File: config.mk
export PLATFORM = sky130hd
export DESIGN_NAME = cfg_eeprom_loader
export DESIGN_NICKNAME = d
export VERILOG_FILES = /design/src/rtl/ee_ld_pkg.sv /design/src/rtl/ee_ld_qtick.sv /design/src/rtl/ee_ld_bit_eng.sv /design/src/rtl/ee_ld_seq.sv /design/src/rtl/cfg_eeprom_loader.sv
export SDC_FILE = /design/constraint.sdc
export NUM_CORES = 1
export LEC_CHECK = 0
export ABC_CLOCK_PERIOD_IN_PS = 2550
export BUFFER_PORTS_ARGS = -buffer_cell sky130_fd_sc_hd__buf_4
export CORE_ASPECT_RATIO = 2
export CORE_MARGIN = 1.5
export CORE_UTILIZATION = 53
export CTS_BUF_LIST = sky130_fd_sc_hd__clkbuf_2 sky130_fd_sc_hd__clkbuf_4 sky130_fd_sc_hd__clkbuf_8
export CTS_CLUSTER_SIZE = 12
export DETAILED_ROUTE_END_ITERATION = 8
export GPL_TIMING_DRIVEN = 0
export PLACE_DENSITY = 0.84
export SLEW_MARGIN = 20
export SYNTH_ARGS = -nofsm -noshare
export SYNTH_HDL_FRONTEND = slang
export SYNTH_SLANG_ARGS = --single-unit
File: constraint.sdc
create_clock -name clk_i -period 2.55 [get_ports clk_i]
set_clock_uncertainty 0.15 [all_clocks]
set_input_delay 0.51 -clock clk_i [delete_from_list [all_inputs] [get_ports clk_i]]
set_output_delay 0.51 -clock clk_i [all_outputs]
set_load 0.05 [all_outputs]
File: src/rtl/ee_ld_pkg.sv
package ee_ld_pkg;
  typedef enum logic [1:0] {BC_START, BC_STOP, BC_WR, BC_RD} bus_cmd_e;

  typedef enum logic [3:0] {
    SQ_IDLE, SQ_OFF, SQ_START, SQ_TX, SQ_TACK, SQ_RX, SQ_RACK, SQ_STOP, SQ_FIN
  } seq_st_e;
endpackage

File: src/rtl/ee_ld_qtick.sv
module ee_ld_qtick #(
  parameter int QTR_CYC = 4
) (
  input  logic clk_i,
  input  logic rst_ni,
  input  logic en_i,
  output logic tick_o
);
  localparam int CW = (QTR_CYC > 1) ? $clog2(QTR_CYC) : 1;
  localparam logic [CW-1:0] LAST = CW'(QTR_CYC - 1);

  logic [CW-1:0] cnt_q;

  assign tick_o = en_i && (cnt_q == LAST);

  always_ff @(posedge clk_i or negedge rst_ni) begin
    if (!rst_ni)      cnt_q <= '0;
    else if (!en_i)   cnt_q <= '0;
    else if (tick_o)  cnt_q <= '0;
    else              cnt_q <= cnt_q + 1'b1;
  end

  p_cnt_bound_r7: assert property (@(posedge clk_i) disable iff (!rst_ni)
    cnt_q <= LAST);
endmodule

File: src/rtl/ee_ld_bit_eng.sv
module ee_ld_bit_eng
  import ee_ld_pkg::*;
#(
  parameter int QTR_CYC = 4
) (
  input  logic     clk_i,
  input  logic     rst_ni,
  input  logic     cmd_valid_i,
  input  bus_cmd_e cmd_i,
  input  logic     cmd_bit_i,
  input  logic     sda_i,
  output logic     scl_o,
  output logic     sda_o,
  output logic     busy_o,
  output logic     done_o,
  output logic     rd_bit_o
);
  logic     busy_q, done_q, scl_q, sda_q, rd_q, bit_q, tick;
  logic [1:0] q_q;
  bus_cmd_e cmd_q;

  ee_ld_qtick #(.QTR_CYC(QTR_CYC)) u_qtick (
    .clk_i (clk_i),
    .rst_ni(rst_ni),
    .en_i  (busy_q),
    .tick_o(tick)
  );

  always_ff @(posedge clk_i or negedge rst_ni) begin
    if (!rst_ni) begin
      busy_q <= 1'b0;
      done_q <= 1'b0;
      q_q    <= '0;
      cmd_q  <= BC_STOP;
      bit_q  <= 1'b1;
      scl_q  <= 1'b1;
      sda_q  <= 1'b1;
      rd_q   <= 1'b1;
    end else begin
      done_q <= 1'b0;
      if (!busy_q) begin
        if (cmd_valid_i) begin
          busy_q <= 1'b1;
          q_q    <= 2'd0;
          cmd_q  <= cmd_i;
          bit_q  <= cmd_bit_i;
          scl_q  <= 1'b0;
        end
      end else if (tick) begin
        case (q_q)
          2'd0: begin
            q_q <= 2'd1;
            // data moves a quarter after the falling edge
            case (cmd_q)
              BC_START: sda_q <= 1'b1;
              BC_STOP:  sda_q <= 1'b0;
              BC_WR:    sda_q <= bit_q;
              default:  sda_q <= 1'b1;
            endcase
          end
          2'd1: begin
            q_q   <= 2'd2;
            scl_q <= 1'b1;
          end
          2'd2: begin
            q_q  <= 2'd3;
            rd_q <= sda_i;
            if (cmd_q == BC_START)     sda_q <= 1'b0;
            else if (cmd_q == BC_STOP) sda_q <= 1'b1;
          end
          default: begin
            busy_q <= 1'b0;
            done_q <= 1'b1;
          end
        endcase
      end
    end
  end

  assign scl_o    = scl_q;
  assign sda_o    = sda_q;
  assign busy_o   = busy_q;
  assign done_o   = done_q;
  assign rd_bit_o = rd_q;

  p_sda_still_r7: assert property (@(posedge clk_i) disable iff (!rst_ni)
    (busy_q && $past(busy_q) && scl_q && $past(scl_q) &&
     (cmd_q == BC_WR || cmd_q == BC_RD)) |-> $stable(sda_q));

  p_idle_hold_r9: assert property (@(posedge clk_i) disable iff (!rst_ni)
    (!busy_q && !cmd_valid_i) |=> ($stable(scl_q) && $stable(sda_q)));

  p_done_pulse_r7: assert property (@(posedge clk_i) disable iff (!rst_ni)
    done_q |=> !done_q);
endmodule

File: src/rtl/ee_ld_seq.sv
module ee_ld_seq
  import ee_ld_pkg::*;
#(
  parameter int         NUM_REGS = 121,
  parameter int         IDX_W    = 7,
  parameter logic [6:0] DEV_ADDR = 7'h50
) (
  input  logic                clk_i,
  input  logic                rst_ni,
  input  logic                loader_en_i,
  input  logic [NUM_REGS-1:0] ro_mask_i,
  input  logic                bit_done_i,
  input  logic                rd_bit_i,
  output logic                cmd_valid_o,
  output bus_cmd_e            cmd_o,
  output logic                cmd_bit_o,
  output logic                reg_we_o,
  output logic [IDX_W-1:0]    reg_addr_o,
  output logic [7:0]          reg_data_o,
  output logic                done_o,
  output logic                err_o
);
  localparam logic [IDX_W-1:0] LAST_IDX = IDX_W'(NUM_REGS - 1);

  seq_st_e          st_q;
  logic             wait_q, cv_q, cb_q, we_q, done_q, err_q;
  bus_cmd_e         cmd_q;
  logic [2:0]       bit_cnt_q;
  logic [1:0]       tx_sel_q;
  logic [6:0]       sh_q;
  logic [IDX_W-1:0] rx_idx_q, addr_q;
  logic [7:0]       data_q, tx_byte;

  always_comb begin
    case (tx_sel_q)
      2'd0:    tx_byte = {DEV_ADDR, 1'b0};
      2'd1:    tx_byte = 8'h00;
      default: tx_byte = {DEV_ADDR, 1'b1};
    endcase
  end

  always_ff @(posedge clk_i or negedge rst_ni) begin
    if (!rst_ni) begin
      st_q      <= SQ_IDLE;
      wait_q    <= 1'b0;
      cv_q      <= 1'b0;
      cb_q      <= 1'b1;
      cmd_q     <= BC_STOP;
      we_q      <= 1'b0;
      done_q    <= 1'b0;
      err_q     <= 1'b0;
      bit_cnt_q <= '0;
      tx_sel_q  <= '0;
      sh_q      <= '0;
      rx_idx_q  <= '0;
      addr_q    <= '0;
      data_q    <= '0;
    end else begin
      cv_q <= 1'b0;
      we_q <= 1'b0;
      case (st_q)
        SQ_IDLE: st_q <= loader_en_i ? SQ_START : SQ_OFF;
        SQ_OFF, SQ_FIN: ;
        default: begin
          if (!wait_q) begin
            wait_q <= 1'b1;
            cv_q   <= 1'b1;
            cb_q   <= 1'b1;
            case (st_q)
              SQ_START: cmd_q <= BC_START;
              SQ_TX: begin
                cmd_q <= BC_WR;
                cb_q  <= tx_byte[3'd7 - bit_cnt_q];
              end
              SQ_RACK: begin
                cmd_q <= BC_WR;
                cb_q  <= (rx_idx_q == LAST_IDX);
              end
              SQ_STOP: cmd_q <= BC_STOP;
              default: cmd_q <= BC_RD;
            endcase
          end else if (bit_done_i) begin
            wait_q <= 1'b0;
            case (st_q)
              SQ_START: begin
                st_q      <= SQ_TX;
                bit_cnt_q <= '0;
              end
              SQ_TX: begin
                bit_cnt_q <= bit_cnt_q + 1'b1;
                if (bit_cnt_q == 3'd7) st_q <= SQ_TACK;
              end
              SQ_TACK: begin
                if (rd_bit_i) begin
                  err_q <= 1'b1;
                  st_q  <= SQ_STOP;
                end else if (tx_sel_q == 2'd0) begin
                  tx_sel_q <= 2'd1;
                  st_q     <= SQ_TX;
                end else if (tx_sel_q == 2'd1) begin
                  tx_sel_q <= 2'd2;
                  st_q     <= SQ_START;
                end else begin
                  st_q <= SQ_RX;
                end
              end
              SQ_RX: begin
                sh_q      <= {sh_q[5:0], rd_bit_i};
                bit_cnt_q <= bit_cnt_q + 1'b1;
                if (bit_cnt_q == 3'd7) begin
                  st_q   <= SQ_RACK;
                  we_q   <= !ro_mask_i[rx_idx_q];
                  addr_q <= rx_idx_q;
                  data_q <= {sh_q, rd_bit_i};
                end
              end
              SQ_RACK: begin
                if (rx_idx_q == LAST_IDX) st_q <= SQ_STOP;
                else begin
                  rx_idx_q <= rx_idx_q + 1'b1;
                  st_q     <= SQ_RX;
                end
              end
              SQ_STOP: begin
                st_q   <= SQ_FIN;
                done_q <= 1'b1;
              end
              default: ;
            endcase
          end
        end
      endcase
    end
  end

  assign cmd_valid_o = cv_q;
  assign cmd_o       = cmd_q;
  assign cmd_bit_o   = cb_q;
  assign reg_we_o    = we_q;
  assign reg_addr_o  = addr_q;
  assign reg_data_o  = data_q;
  assign done_o      = done_q;
  assign err_o       = err_q;

  p_done_sticky_r8: assert property (@(posedge clk_i) disable iff (!rst_ni)
    done_q |=> (done_q && $stable(err_q)));

  p_ro_skip_r4: assert property (@(posedge clk_i) disable iff (!rst_ni)
    we_q |-> !ro_mask_i[addr_q]);

  p_addr_range_r3: assert property (@(posedge clk_i) disable iff (!rst_ni)
    we_q |-> (addr_q <= LAST_IDX));

  p_no_wr_err_r6: assert property (@(posedge clk_i) disable iff (!rst_ni)
    err_q |-> !we_q);

  p_quiet_done_r9: assert property (@(posedge clk_i) disable iff (!rst_ni)
    done_q |-> !cv_q);
endmodule

File: src/rtl/cfg_eeprom_loader.sv
module cfg_eeprom_loader
  import ee_ld_pkg::*;
#(
  parameter int         SYS_CLK_MHZ   = 200,
  parameter int         SCL_PERIOD_NS = 16384,
  parameter int         NUM_REGS      = 121,
  parameter logic [6:0] DEV_ADDR      = 7'h50,
  localparam int        IDX_W         = $clog2(NUM_REGS)
) (
  input  logic                clk_i,
  input  logic                rst_ni,
  input  logic                loader_en_i,
  input  logic [NUM_REGS-1:0] ro_mask_i,
  input  logic                sda_i,
  output logic                scl_o,
  output logic                sda_o,
  output logic                reg_we_o,
  output logic [IDX_W-1:0]    reg_addr_o,
  output logic [7:0]          reg_data_o,
  output logic                done_o,
  output logic                err_o
);
  localparam int QTR_RAW = (SYS_CLK_MHZ * SCL_PERIOD_NS) / 4000;
  localparam int QTR_CYC = (QTR_RAW < 1) ? 1 : QTR_RAW;

  logic     cmd_valid, cmd_bit, bit_busy, bit_done, rd_bit;
  bus_cmd_e cmd;

  ee_ld_seq #(
    .NUM_REGS(NUM_REGS),
    .IDX_W   (IDX_W),
    .DEV_ADDR(DEV_ADDR)
  ) u_seq (
    .clk_i      (clk_i),
    .rst_ni     (rst_ni),
    .loader_en_i(loader_en_i),
    .ro_mask_i  (ro_mask_i),
    .bit_done_i (bit_done),
    .rd_bit_i   (rd_bit),
    .cmd_valid_o(cmd_valid),
    .cmd_o      (cmd),
    .cmd_bit_o  (cmd_bit),
    .reg_we_o   (reg_we_o),
    .reg_addr_o (reg_addr_o),
    .reg_data_o (reg_data_o),
    .done_o     (done_o),
    .err_o      (err_o)
  );

  ee_ld_bit_eng #(.QTR_CYC(QTR_CYC)) u_bit (
    .clk_i      (clk_i),
    .rst_ni     (rst_ni),
    .cmd_valid_i(cmd_valid),
    .cmd_i      (cmd),
    .cmd_bit_i  (cmd_bit),
    .sda_i      (sda_i),
    .scl_o      (scl_o),
    .sda_o      (sda_o),
    .busy_o     (bit_busy),
    .done_o     (bit_done),
    .rd_bit_o   (rd_bit)
  );

  p_cmd_idle_r7: assert property (@(posedge clk_i) disable iff (!rst_ni)
    cmd_valid |-> !bit_busy);
endmodule

Word level (Yosys, flattened, before mapping)
Cells that the tools add are included.
Operators by class
  reduce and logical (&&, ||, !) cells: 32
  divide/modulo/power cells: 0
  equal/unequal tests: 22
  $lt $le $gt $ge: 2
  shift-type cells: 0
  $add $sub $neg: 4
  bitwise gates (word level): 6
  $mul: 0
  multiplexer cells: 51
Operator list (number)
  $mux W1: 24
  $mux W4: 6
  $pmux W4 S6: 1
  $mux W10: 2
  $eq A4 B3 Y1 const B: 4
  $pmux W8 S2: 1
  $reduce_and A4 Y1: 4
  $reduce_and A5 Y1: 3
  $mux W2: 7
  $pmux W2 S3: 2
  $reduce_and A6 Y1: 2
  $reduce_bool A2 Y1: 6
  $add A10 B1 Y10 const B: 1
  $eq A10 B10 Y1 const B: 1
  $ne A3 B1 Y1 const B: 3
  $reduce_and A3 Y1: 3
  $eq A4 B2 Y1 const B: 2
  $lt A7 B8 Y1 const B: 1
  $pmux W4 S2: 1
  $add A7 B1 Y7 const B: 1
  $bmux W1 S7: 1
  $eq A7 B7 Y1 const B: 1
  $reduce_bool A7 Y1: 1
  $eq A2 B1 Y1 const B: 3
  other kinds (21): 36
Storage, ports and cells
  word-level logic and storage cells: 140
  input port bits: 125
  bits in registers: 66
  output and inout bits: 20
  memories: 0
  latch bits: 0
  bits in read-only memories: 0
  bits in writable memories: 0

Logic depth before layout (Yosys ltp)
  depth after elaboration: 8
  mapped depth: 10

By module
A second synthesis with hierarchy kept.
Second synthesis, totals
  cells, all modules: 378
  area, all modules: 4267.8 um^2
By module, submodules not included
  ee_ld_seq: times used 1, cells each 284, area an instance 3248.1 um^2
  ee_ld_bit_eng: times used 1, cells each 45, area an instance 514.2 um^2
  ee_ld_qtick: times used 1, cells each 49, area an instance 505.5 um^2

Worst setup path after synthesis
Ideal clock, no wire load.
  path kind: reg2reg
  from: reg u_seq.rx_idx_q[0]
  to: reg u_seq.rx_idx_q[6]
  stages on the path, launching flop included: 11
  data arrival time: 2.068 ns
  setup slack: 0.208 ns
  cells stage by stage: dfrtp_1 > buf_6 > buf_12 > buf_8 > buf_2 > inv_1 > ha_1 > and4b_1 > nor4_4 > nand4_1 > xnor2_1
Between the ends
  longest elaborated chain between the ends: 3
Ends and longest elaborated chain
  start: declaration: line ee_ld_seq.sv:31  | logic [IDX_W-1:0] rx_idx_q, addr_q;
  start signal: assignment: line ee_ld_seq.sv:120  | rx_idx_q <= rx_idx_q + 1'b1;
  parallel branches: the longest is 3 deep, another holds $add A7 B1 Y7
Parallel ways; which one is timed is not known.
A chain may end at the register's enable or synchronous reset.

Worst setup path in the final report
  from: reg u_seq.rx_idx_q[1]
  to: reg u_seq.we_q (netlist: u_seq.reg_we_o)
Between the ends
  longest elaborated chain between the ends: 8
Ends and longest elaborated chain
  $bmux W1 S7: line ee_ld_seq.sv:112  | we_q <= !ro_mask_i[rx_idx_q];
  $mux W1 (not written as such): line ee_ld_seq.sv:112
  $logic_not A1 Y1: line ee_ld_seq.sv:112
  $mux W1: line ee_ld_seq.sv:110  | if (bit_cnt_q == 3'd7) begin
  $mux W1: line ee_ld_seq.sv:84  | case (st_q)
  $mux W1: line ee_ld_seq.sv:82  | end else if (bit_done_i) begin
  $mux W1: line ee_ld_seq.sv:65  | if (!wait_q) begin
  $mux W1: line ee_ld_seq.sv:61  | case (st_q)
  end signal: assignment: line ee_ld_seq.sv:112
  end: declaration: line ee_ld_seq.sv:26  | logic wait_q, cv_q, cb_q, we_q, done_q, err_q;
Every way passes these cells. The select of a mux whose other input is x is not followed.

==> flow_metrics.py <==
metrics = {
    "detailed_routing": {
        "drtIter0Drc": 234,
        "post_drt_wl_per_cell_microns": 19.21,
        "antenna_left": 0,
        "dr_total_vias": 3867,
        "viasPerCell": 6.052,
        "drc": 0,
        "totalWireLength_mm": 12.27,
        "first_pass_iters": 5,
    },
    "clock_network": {
        "clk-insertion-delay-late_ps": 350,
        "clkTransAtPathRegs_ps": 80,
        "clockRootBuffer": "clkbuf_8",
        "cts_buffers": 9,
        "clock-sinks": 66,
        "cts_tree": "built",
        "h-tree-depth": 3,
        "cts_buffer_depth": 2,
    },
    "timing": {
        "hold_viol": 0,
        "slew_viol_final": 0,
        "fin_hold_ws_ps": 92.45,
        "finalCritPeriodShare_pct": 98.10,
        "tightest_slew_ps": 811.3,
        "tns_ps": 0,
        "relSlewSlack_pct": 45.92,
        "fin_ws_ps": 48.55,
        "setup_violations": 0,
        "fin_crit_ps": 2501,
        "max_clock_freq_mhz": 399.8,
        "grt_setup_unrepaired": "false",
    },
    "cells_and_area": {
        "diodes": 0,
        "fin_cells": 639,
        "finalNetCount": 673,
        "nFillCells": 557,
        "drive_above_1_share_pct": 41.07,
        "final_util_pct": 72.26,
        "syn2layout_area_growth_pct": 32.89,
    },
    "critical_path": {
        "r2r_setup_slack_ps": 50,
        "r2r_end": "u_seq.reg_we_o",
        "end_kind": "flip-flop",
        "critical_path_required_ps": 2660,
        "arrival_ps": 2620,
        "rr_worst_depth": 5,
        "start_kind": "flip-flop",
        "criticalPathCategory": "flip-flop to flip-flop",
        "crit_fanout": 10,
        "reg2reg_from": "u_seq.rx_idx_q[1]",
    },
    "placement": {
        "hpwlAfterDp_mm": 9.764,
        "port_buffers": 144,
        "place_inst": 622,
        "dpl_worst_slack_ps": -216.6,
        "place_congestion": 0.9188,
    },
    "logic_synthesis": {
        "synth_top_family_by_area": "multiplexers",
        "yosys.area.top_type": "dfrtp_1",
        "synth_area_sq_mm": 0.004288,
        "yosysWarnings": 0,
        "syn-num-nets": 517,
        "yosys_most_used_dff": "dfrtp_1",
        "yosys-top-cells-area": "dfrtp_1 34%, mux4_1 8.0%, mux2_2 6.3%, mux4_2 5.3%, dfstp_2 4.3%",
        "synth_compound_area_share_pct": 12.52,
        "synth-simple-area-share_pct": 14.36,
        "netlist_instances": 382,
        "synth.area.mux_share_pct": 23.72,
        "synth_xor_area_share_pct": 3.064,
        "synth_edf_count": 0,
        "synthAdderAreaFrac_pct": 3.151,
        "ys_ff_latch": 66,
        "synth_cell_type_count": 64,
        "synthArstFlopShare_pct": 100.0,
        "netlist.area_leader.share_pct": 34.43,
        "seq_area_frac_synth_pct": 38.72,
        "syn_area_per_cell_sq_um": 11.22,
    },
    "power_and_ir_drop": {
        "total_leakage_power_uw": 0.002632,
        "cellPowerDensity_mw_per_mm2": 377.8,
        "ir_drop_mv": 0.7351,
    },
    "grt": {
        "grt_pass1_vias": 3989,
        "grt-ovfl-total": 0,
        "grt_usage_pct": 29.10,
        "antenna_found_initial": 0,
        "grt_pass1_wl_mm": 18.87,
        "grt_max_degree": 67,
    },
    "floorplanning": {
        "rows": 46,
        "start_util_pct": 54.38,
        "pin_count": 145,
        "die-height_microns": 130.2,
        "die_area_sq_mm": 0.008671,
        "die_w_microns": 66.60,
        "core_sq_mm": 0.007885,
    },
    "worst_hold_path": {
        "hold_path.class": "input pin to async pin",
    },
    "flow_run": {
        "max_cap_violations": 0,
    },
    "status": {
        "outcome": "completed",
    },
}
==> per-layer routing <==
| layer | track usage (%) | vias to the layer above | share of wire (%) |
|---|---|---|---|
| li1 | - | 1749 | - |
| met1 | 27.63 | 1831 | 32 |
| met2 | 52.53 | 223 | 53 |
| met3 | 7.586 | 64 | 7.8 |
| met4 | 19.93 | 0 | 6.3 |
| met5 | 0 | - | 0 |
==> critical path, cell delays in order (launching register included) <==
cell and delay, ps:
dfrtp_1 410, buf_1 500, mux4_1 410, a221oi_1 510, o2111ai_1 230, o22ai_1 210
==> cell usage in the layout, fill, tap and decap left out, types with 3 or more instances in the layout <==
cell,synthesis,routed
buf_4,0,147
clkinv_4,0,3
buf_1,4,3
a31o_2,3,3
and2_1,6,6
clkbuf_1,10,9
clkbuf_8,0,10
dfstp_2,7,7
ha_1,10,10
nand2b_1,4,4
mux2i_1,18,18
xnor2_1,10,10
inv_1,11,11
mux4_1,13,13
nor2_1,29,29
o21ai_0,12,12
buf_2,4,3
mux4_2,10,10
a21o_1,3,3
nor2b_1,6,6
a22o_1,5,5
a211oi_1,5,5
xor2_1,5,5
a21oi_1,12,12
a22oi_1,12,12
and3_1,6,6
mux2_2,24,24
nand3_1,11,11
nand2_1,33,33
nand3b_1,3,3
dfrtp_1,59,59
a31oi_1,4,4
==> how the worst max path moves through the flow <==
| stage | startpoint | to | slack [ps] |
|---|---|---|---|
| floorplan | u_seq.rx_idx_q[0] | u_seq.rx_idx_q[6] | 210 |
| global placement | u_seq.rx_idx_q[0] | u_seq.rx_idx_q[6] | -120 |
| detailed placement | u_seq.rx_idx_q[0] | u_seq.rx_idx_q[4] | -220 |
| CTS | u_seq.rx_idx_q[1] | u_seq.reg_we_o | 8 |
| global route | u_seq.rx_idx_q[1] | u_seq.reg_we_o | 10 |
| finish | u_seq.rx_idx_q[1] | u_seq.reg_we_o | 50 |
==> synth_stat cells (11+ instances only) <==
library cell,number
dfrtp_1,59
o21ai_0,12
mux2_2,24
a21oi_1,12
nand2_1,33
a22oi_1,12
nand3_1,11
nor2_1,29
inv_1,11
mux2i_1,18
mux4_1,13
==> flip-flops by register name, indices dropped and copies added (netlist names), 2 cells and up <==
signal,cells
u_seq.st_q,4
u_bit.q_q,2
u_seq.reg_addr_o,7
u_seq.reg_data_o,8
u_seq.cmd_o,2
u_bit.cmd_q,2
u_seq.rx_idx_q,7
u_seq.bit_cnt_q,3
u_bit.u_qtick.cnt_q,10
u_seq.sh_q,7
u_seq.tx_sel_q,2
==> kinds of logic (layout without fill, tap and decap cells) <==
family	after synthesis	count (layout)
compound gates	76	76
xor+xnor	15	15
fa+ha+maj	11	11
buf+inv	34	195
flops	66	66
mux	65	65
simple gates	115	115
==> stage by stage <==
stage	instance area, sq um	total power, uW
floorplan	4288	1112
global placement	5489	1278
detailed placement	5489	1284
CTS	5703	2165
global route	5698	2230
finish	5698	2153
==> where the power goes <==
group,internal (uW),leakage (uW),total (uW),switching (uW)
clock,479,0.000106,889,410
sequential,1050,0.000892,1050,1.51
combinational,151,0.00163,214,62.5
==> cell type report <==
| type | count | area (sq um) | share of cell area, % |
|---|---|---|---|
| multi-input combinational | 282 | 2436 | 42.75 |
| sequential | 66 | 1660 | 29.14 |
| timing repair buffer | 147 | 1104 | 19.37 |
| clock buffer | 10 | 137.6 | 2.415 |
| buffer | 21 | 132.6 | 2.328 |
| tap | 96 | 120.1 | 2.108 |
| clock inverter | 6 | 66.31 | 1.164 |
| inverter | 11 | 41.29 | 0.7246 |
==> what timing repair did <==
| action | CTS | global route |
|---|---|---|
| cloned | 0 | 0 |
| setup buffers | 2 | 1 |
| endpoints found under the setup margin | 8 | 8 |
| hold buffers | 0 | 0 |
| resized for setup | 0 | 3 |
| pin swaps | 1 | 1 |
Power figures use the tool's default switching activity.
